## src/rtl/phb_pkg.sv

```systemverilog
package phb_pkg;
  typedef enum logic [1:0] {
    PATH_TLB_HIT  = 2'd0,
    PATH_TLB_MISS = 2'd1,
    PATH_BLOCK    = 2'd2,
    PATH_DSTORE   = 2'd3
  } path_e;

  typedef enum logic [1:0] {
    OUT_PASS  = 2'd0,
    OUT_WALK  = 2'd1,
    OUT_NOOP  = 2'd2,
    OUT_RCERR = 2'd3
  } outcome_e;

  typedef struct packed {
    outcome_e outcome;
    logic     set_c;
    logic     upd_tlb;
  } verdict_t;
endpackage

```

## src/rtl/phb_classify.sv

```systemverilog
module phb_classify
  import phb_pkg::*;
(
  input  logic       write,
  input  logic       touch,
  input  logic       fetch,
  input  logic       ixlat_en,
  input  logic       dxlat_en,
  input  logic [1:0] path,
  input  logic       r_bit,
  input  logic       c_bit,
  output verdict_t   verdict
);
  logic  xlat_on;
  path_e path_t;

  assign xlat_on = fetch ? ixlat_en : dxlat_en;
  assign path_t  = path_e'(path);

  always_comb begin
    verdict = '{outcome: OUT_PASS, set_c: 1'b0, upd_tlb: 1'b0};
    if (xlat_on) begin
      unique case (path_t)
        PATH_TLB_HIT: begin
          if (!r_bit) begin
            verdict.outcome = OUT_RCERR;
          end else if (!c_bit && write && !touch) begin
            verdict.outcome = OUT_WALK;
            verdict.set_c   = 1'b1;
            verdict.upd_tlb = 1'b1;
          end
        end
        PATH_TLB_MISS: begin
          if (touch) begin
            verdict.outcome = OUT_NOOP;
          end else begin
            verdict.outcome = OUT_WALK;
            verdict.set_c   = write;
          end
        end
        default: verdict.outcome = OUT_PASS;
      endcase
    end
  end
endmodule

```

## src/rtl/phb_walk_seq.sv

```systemverilog
module phb_walk_seq
  import phb_pkg::*;
#(
  parameter int AW = 32,
  parameter int IW = 6
) (
  input  logic          clk,
  input  logic          rst_n,
  input  logic          start,
  input  logic          start_set_c,
  input  logic          start_upd_tlb,
  input  logic [AW-1:0] start_addr,
  input  logic [IW-1:0] start_idx,
  input  logic          walk_ack,
  output logic          busy,
  output logic          walk_req_valid,
  output logic [AW-1:0] walk_req_addr,
  output logic          walk_req_set_c,
  output logic          tlb_setc_valid,
  output logic [IW-1:0] tlb_setc_idx,
  output logic          finish
);
  typedef enum logic {ST_IDLE, ST_WAIT} st_e;
  st_e           st_q;
  logic [AW-1:0] addr_q;
  logic [IW-1:0] idx_q;
  logic          setc_q;
  logic          upd_q;

  always_ff @(posedge clk or negedge rst_n) begin
    if (!rst_n) begin
      st_q   <= ST_IDLE;
      addr_q <= '0;
      idx_q  <= '0;
      setc_q <= 1'b0;
      upd_q  <= 1'b0;
    end else begin
      unique case (st_q)
        ST_IDLE: if (start) begin
          st_q   <= ST_WAIT;
          addr_q <= start_addr;
          idx_q  <= start_idx;
          setc_q <= start_set_c;
          upd_q  <= start_upd_tlb;
        end
        ST_WAIT: if (walk_ack) st_q <= ST_IDLE;
        default: st_q <= ST_IDLE;
      endcase
    end
  end

  assign busy           = (st_q == ST_WAIT);
  assign walk_req_valid = busy;
  assign walk_req_addr  = addr_q;
  assign walk_req_set_c = setc_q;
  assign finish         = busy && walk_ack;
  assign tlb_setc_valid = finish && upd_q;
  assign tlb_setc_idx   = idx_q;

  assert_req_hold_R11: assert property (@(posedge clk) disable iff (!rst_n)
    (walk_req_valid && !walk_ack) |=> (walk_req_valid && $stable(walk_req_addr)
                                       && $stable(walk_req_set_c)));

  assert_setc_ack_R8: assert property (@(posedge clk) disable iff (!rst_n)
    tlb_setc_valid |-> (walk_ack && walk_req_valid && walk_req_set_c));

  assert_req_drop_R10: assert property (@(posedge clk) disable iff (!rst_n)
    (walk_req_valid && walk_ack) |=> !walk_req_valid);
endmodule

```

## src/rtl/phb_ctrl.sv

```systemverilog
module phb_ctrl
  import phb_pkg::*;
#(
  parameter int AW = 32,
  parameter int IW = 6
) (
  input  logic          clk,
  input  logic          rst_n,
  input  logic          acc_valid,
  output logic          acc_ready,
  input  logic          acc_write,
  input  logic          acc_touch,
  input  logic          acc_fetch,
  input  logic          xlat_i_en,
  input  logic          xlat_d_en,
  input  logic [1:0]    acc_path,
  input  logic          tlb_r,
  input  logic          tlb_c,
  input  logic [IW-1:0] tlb_idx,
  input  logic [AW-1:0] acc_addr,
  output logic          walk_req_valid,
  output logic [AW-1:0] walk_req_addr,
  output logic          walk_req_set_c,
  input  logic          walk_ack,
  output logic          tlb_setc_valid,
  output logic [IW-1:0] tlb_setc_idx,
  output logic          done,
  output logic [1:0]    done_code,
  output logic          rc_err
);
  verdict_t verdict;
  logic     busy;
  logic     accept;
  logic     finish;
  logic     quick;

  phb_classify u_classify (
    .write    (acc_write),
    .touch    (acc_touch),
    .fetch    (acc_fetch),
    .ixlat_en (xlat_i_en),
    .dxlat_en (xlat_d_en),
    .path     (acc_path),
    .r_bit    (tlb_r),
    .c_bit    (tlb_c),
    .verdict  (verdict)
  );

  assign acc_ready = !busy;
  assign accept    = acc_valid && acc_ready;
  assign quick     = accept && (verdict.outcome != OUT_WALK);

  phb_walk_seq #(.AW(AW), .IW(IW)) u_walk (
    .clk            (clk),
    .rst_n          (rst_n),
    .start          (accept && (verdict.outcome == OUT_WALK)),
    .start_set_c    (verdict.set_c),
    .start_upd_tlb  (verdict.upd_tlb),
    .start_addr     (acc_addr),
    .start_idx      (tlb_idx),
    .walk_ack       (walk_ack),
    .busy           (busy),
    .walk_req_valid (walk_req_valid),
    .walk_req_addr  (walk_req_addr),
    .walk_req_set_c (walk_req_set_c),
    .tlb_setc_valid (tlb_setc_valid),
    .tlb_setc_idx   (tlb_setc_idx),
    .finish         (finish)
  );

  always_ff @(posedge clk or negedge rst_n) begin
    if (!rst_n) begin
      done      <= 1'b0;
      done_code <= 2'd0;
      rc_err    <= 1'b0;
    end else begin
      done      <= quick || finish;
      done_code <= finish ? OUT_WALK : (quick ? verdict.outcome : OUT_PASS);
      rc_err    <= quick && (verdict.outcome == OUT_RCERR);
    end
  end

  assert_one_walk_R9: assert property (@(posedge clk) disable iff (!rst_n)
    walk_req_valid |-> !acc_ready);

  assert_quick_done_R10: assert property (@(posedge clk) disable iff (!rst_n)
    quick |=> done);

  assert_rcerr_quiet_R5: assert property (@(posedge clk) disable iff (!rst_n)
    rc_err |-> (done && !walk_req_valid));

  assert_block_nowalk_R1: assert property (@(posedge clk) disable iff (!rst_n)
    (accept && acc_path[1]) |=> !walk_req_valid);
endmodule

```

## config.mk

```make
export PLATFORM = sky130hd
export DESIGN_NAME = phb_ctrl
export DESIGN_NICKNAME = d
export VERILOG_FILES = /design/src/rtl/phb_pkg.sv /design/src/rtl/phb_classify.sv /design/src/rtl/phb_walk_seq.sv /design/src/rtl/phb_ctrl.sv
export SDC_FILE = /design/constraint.sdc
export NUM_CORES = 1
export LEC_CHECK = 0
export BUFFER_PORTS_ARGS = -buffer_cell sky130_fd_sc_hd__buf_2
export CAP_MARGIN = 20
export CORE_MARGIN = 5
export CORE_UTILIZATION = 48
export CTS_BUF_LIST = sky130_fd_sc_hd__clkbuf_16
export CTS_CLUSTER_DIAMETER = 150
export CTS_CLUSTER_SIZE = 25
export DETAILED_ROUTE_END_ITERATION = 10
export PLACE_DENSITY = 0.92
export SYNTH_ARGS = -nofsm -noshare
export SYNTH_HDL_FRONTEND = slang
export SYNTH_SLANG_ARGS = --single-unit
```

## constraint.sdc

```tcl
create_clock -name clk -period 3.7 [get_ports clk]
set_input_delay 0.185 -clock clk [delete_from_list [all_inputs] [get_ports clk]]
set_output_delay 0.185 -clock clk [all_outputs]
set_load 0.03 [all_outputs]
```

==> run_results.csv <==
group,metric,value,unit
pwr,pwr-share-seq,38.0,%
synth,yosys.area.top_type_share,58.75,%
synth,postSynthAreaPerCell,17.43,µm²
pwr,combinationalPowerShare,34.9,%
detailed_routing,drcViolationCount,0,
cts,cts_setup_buffers,0,
pwr,clkPwrFrac,27.1,%
setup_path,startpoint,"u_walk.busy$_DFF_PN0_",
floorplanning,io_pins,97,
sta,tightest_slew,0.9184,ns
synth,synth_nets,161,
setup_path,regToRegStartpoint,"u_walk.busy$_DFF_PN0_",
setup_path,r2r_slack,1.60,ns
detailed_routing,drt-met1-wl,1.701,mm
finish,n_antenna_cell,0,
floorplanning,start_util,48.62,%
grt,grt_overflow,0,
synth,ys.flop_type,"dfrtp_1",
finish,fill_cells,297,
floorplanning,die_x,73.20,µm
pwr,ir_drop,282.2,µV
synth,synth_fa_ha_area_share,0,%
pwr,power.leakage,1.477,nW
finish,drive_above_1_share,68.54,%
detailed_routing,route.met2.wl,2.364,mm
sta,period_share,56.84,%
cts,root_buffer,"clkbuf_16",
synth,synthArstFlopShare,100.0,%
floorplanning,rows,23,
setup_path,critPathMaxFanout,21,
pwr,power.internal,1.193,mW
setup_path,critPathKind,"reg -> reg",
detailed_routing,wl,4.407,mm
grt,grt_pass1_vias,1452,
place,dpl.hpwl,3.343,mm
grt,antenna_found_initial,0,
floorplanning,core,0.003943,mm²
pwr,finalPower,1.806,mW
hold_path,hp-class,"in -> reg",
sta,setup_tns,0,ns
outcome,status,"completed",
detailed_routing,num_vias,1290,
synth,netlist.top_cell.by_area,"dfrtp_1",
synth,synth.most_common_cell,"dfrtp_1",
synth,synthSimpleGateAreaFrac,4.047,%
cts,cts.path.max_buffers,2,
flow_run,drv_cap,0,
synth,synth_top_family_by_area,"multiplexers",
floorplanning,dieArea,0.005358,mm²
floorplanning,die_h,73.20,µm
place,placed_cells,253,
sta,setup_slack,1.597,ns
detailed_routing,drt-vias-per-instance,4.905,
synth,syn-instance-count,110,
place,dp_slack,1.432,ns
cts,cts_htree_levels,2,
synth,synth_area_leaders,"dfrtp_1 59%, mux2_4 30%, buf_6 2.3%",
synth,synth_compound_area_share,4.112,%
grt,gr-usage-all-layers,17.18,%
pwr,powerDensity,689.5,mW/mm²
synth,synthTopCellsByCount,"45 x dfrtp_1, 38 x mux2_4, 4 x buf_6",
finish,multi_input_area,738.2,µm²
grt,grt_pass1_wl,6.989,mm
sta,setup_viol,0,
detailed_routing,top_layer,"met4",
finish,areaGrowthSynthToFinish,36.62,%
detailed_routing,drt_iter0_drc,57,
pwr,switchingPower,0.6125,mW
synth,synth-seq-cells,45,
setup_path,worstPathArrival,2.27,ns
cts,cts_tree,"done",
sta,fin_skew,0.004422,ns
setup_path,worstSetupEndpointType,"register",
finish,fin_cells,263,
cts,cts_sinks,45,
detailed_routing,first_pass_iters,6,
detailed_routing,ant_nets,0,
cts,clk_pin_slew_worst_paths,0.06,ns
place,io_buffers,96,
synth,synthXorXnorAreaFrac,0,%
setup_path,cp_data_required_time,3.86,ns
setup_path,r2r_end,"u_walk.walk_req_addr[8]$_DFFE_PN0P_",
detailed_routing,wl_per_cell,16.76,µm
synth,ys_seq_area_share,58.75,%
sta,min_period,2.103,ns
cts,cts-resized-gates,0,
setup_path,reg2reg_depth,4,
setup_path,cp-start-kind,"register",
setup_path,endpoint,"u_walk.walk_req_addr[8]$_DFFE_PN0P_",
synth,synth_mux_area_share,30.35,%
pwr,netSwitchingFraction,33.92,%
cts,cts.hold.buffers_added,0,
grt,grt_max_degree,46,
finish,finalNetCount,263,
sta,rsz0062_at_grt,"false",
cts,clk_latency,0.28,ns
cts,numCtsBuffers,5,
sta,hold_viol,0,
synth,synth.distinct_cells,22,
synth,synth_edf_count,0,
place,gp_congestion,0.7420,
synth,ys_warn_count,0,
finish,seqCellArea,0.001126,mm²
sta,drv_slew,0,
detailed_routing,wl_met3,278,µm
sta,max_freq,475.5,MHz
sta,max_slew_margin,38.48,%
synth,syn_area,0.001917,mm²
[how the worst min path moves through the flow]
| stage | from | endpoint | slack [ns] | depth (start not counted) |
|---|---|---|---|---|
| floorplan | rst_n | done$_DFF_PN0_ | -0.11 | 0 |
| global placement | tlb_r | rc_err$_DFF_PN0_ | 0.38 | 2 |
| detailed placement | tlb_r | rc_err$_DFF_PN0_ | 0.39 | 2 |
| CTS | rst_n | u_walk.walk_req_addr[27]$_DFFE_PN0P_ | 0.09 | 1 |
| global route | tlb_r | rc_err$_DFF_PN0_ | 0.11 | 2 |
| finish | tlb_r | rc_err$_DFF_PN0_ | 0.09 | 2 |
[layout by cell type (no fill, tap or decap), drive strengths merged, types with 2 or more instances in the layout]
master / netlist / routed
a31oi: 2 / 2
buf: 4 / 98
clkbuf: 0 / 5
dfrtp: 45 / 45
inv: 2 / 2
mux2: 39 / 39
nor2: 3 / 3
o211ai: 2 / 2
[flip-flops by register name, indices dropped and copies added (netlist names)]
| name | flops |
|---|---|
| rc_err | 1 |
| done | 1 |
| u_walk.tlb_setc_idx | 6 |
| u_walk.busy | 1 |
| u_walk.walk_req_set_c | 1 |
| done_code | 2 |
| u_walk.upd_q | 1 |
| u_walk.walk_req_addr | 32 |
[metal layers]
layer	vias up	GRT usage (%)
li1	598	-
met1	639	19.80
met2	48	30.88
met3	5	3.030
met4	0	7.377
met5	-	0
[final cells by class]
type	instances	area share, %
well taps	50	2.389
clock inverters	3	1.577
clock buffers	5	4.778
flip-flops and latches	45	43.00
multi-input cells	59	28.19
repair buffers	99	19.78
inverters	2	0.2867
[power by group through the flow]
| stage | combinational [mW] | sequential [mW] | clock [mW] |
|---|---|---|---|
| 6_report | 0.630 | 0.685 | 0.490 |
| 5_1_grt | 0.661 | 0.699 | 0.521 |
| 4_1_cts | 0.635 | 0.686 | 0.502 |
| 3_5_place_dp | 0.633 | 0.691 | 0 |
| 3_3_place_gp | 0.616 | 0.685 | 0 |
| 2_1_floorplan | 0.188 | 0.932 | 0 |
[worst max-delay path, cell delays in order, from the launching register on]
cell and delay [ns]:
dfrtp_1 0.47, nor4b_4 0.38, o211ai_4 0.39, buf_4 0.39
mux2_4 0.34
[stage by stage]
| step | area [µm²] | hold WS, ns | utilization (%) |
|---|---|---|---|
| 2_1_floorplan | 1917 | -0.1106 | - |
| 4_1_cts | 2589 | 0.08796 | 65.66 |
| 3_5_place_dp | 2422 | 0.3895 | 61.44 |
| 6_report | 2619 | 0.09406 | 66.42 |
| 3_3_place_gp | 2422 | 0.3781 | 61.44 |
| 5_1_grt | 2619 | 0.1073 | 66.42 |
[kinds of logic after synthesis]
| logic type | count (synthesis) |
|---|---|
| flops | 45 |
| buf+inv | 6 |
| compound gates | 9 |
| simple gates | 11 |
| mux | 39 |
(Power assumes the default switching activity.)
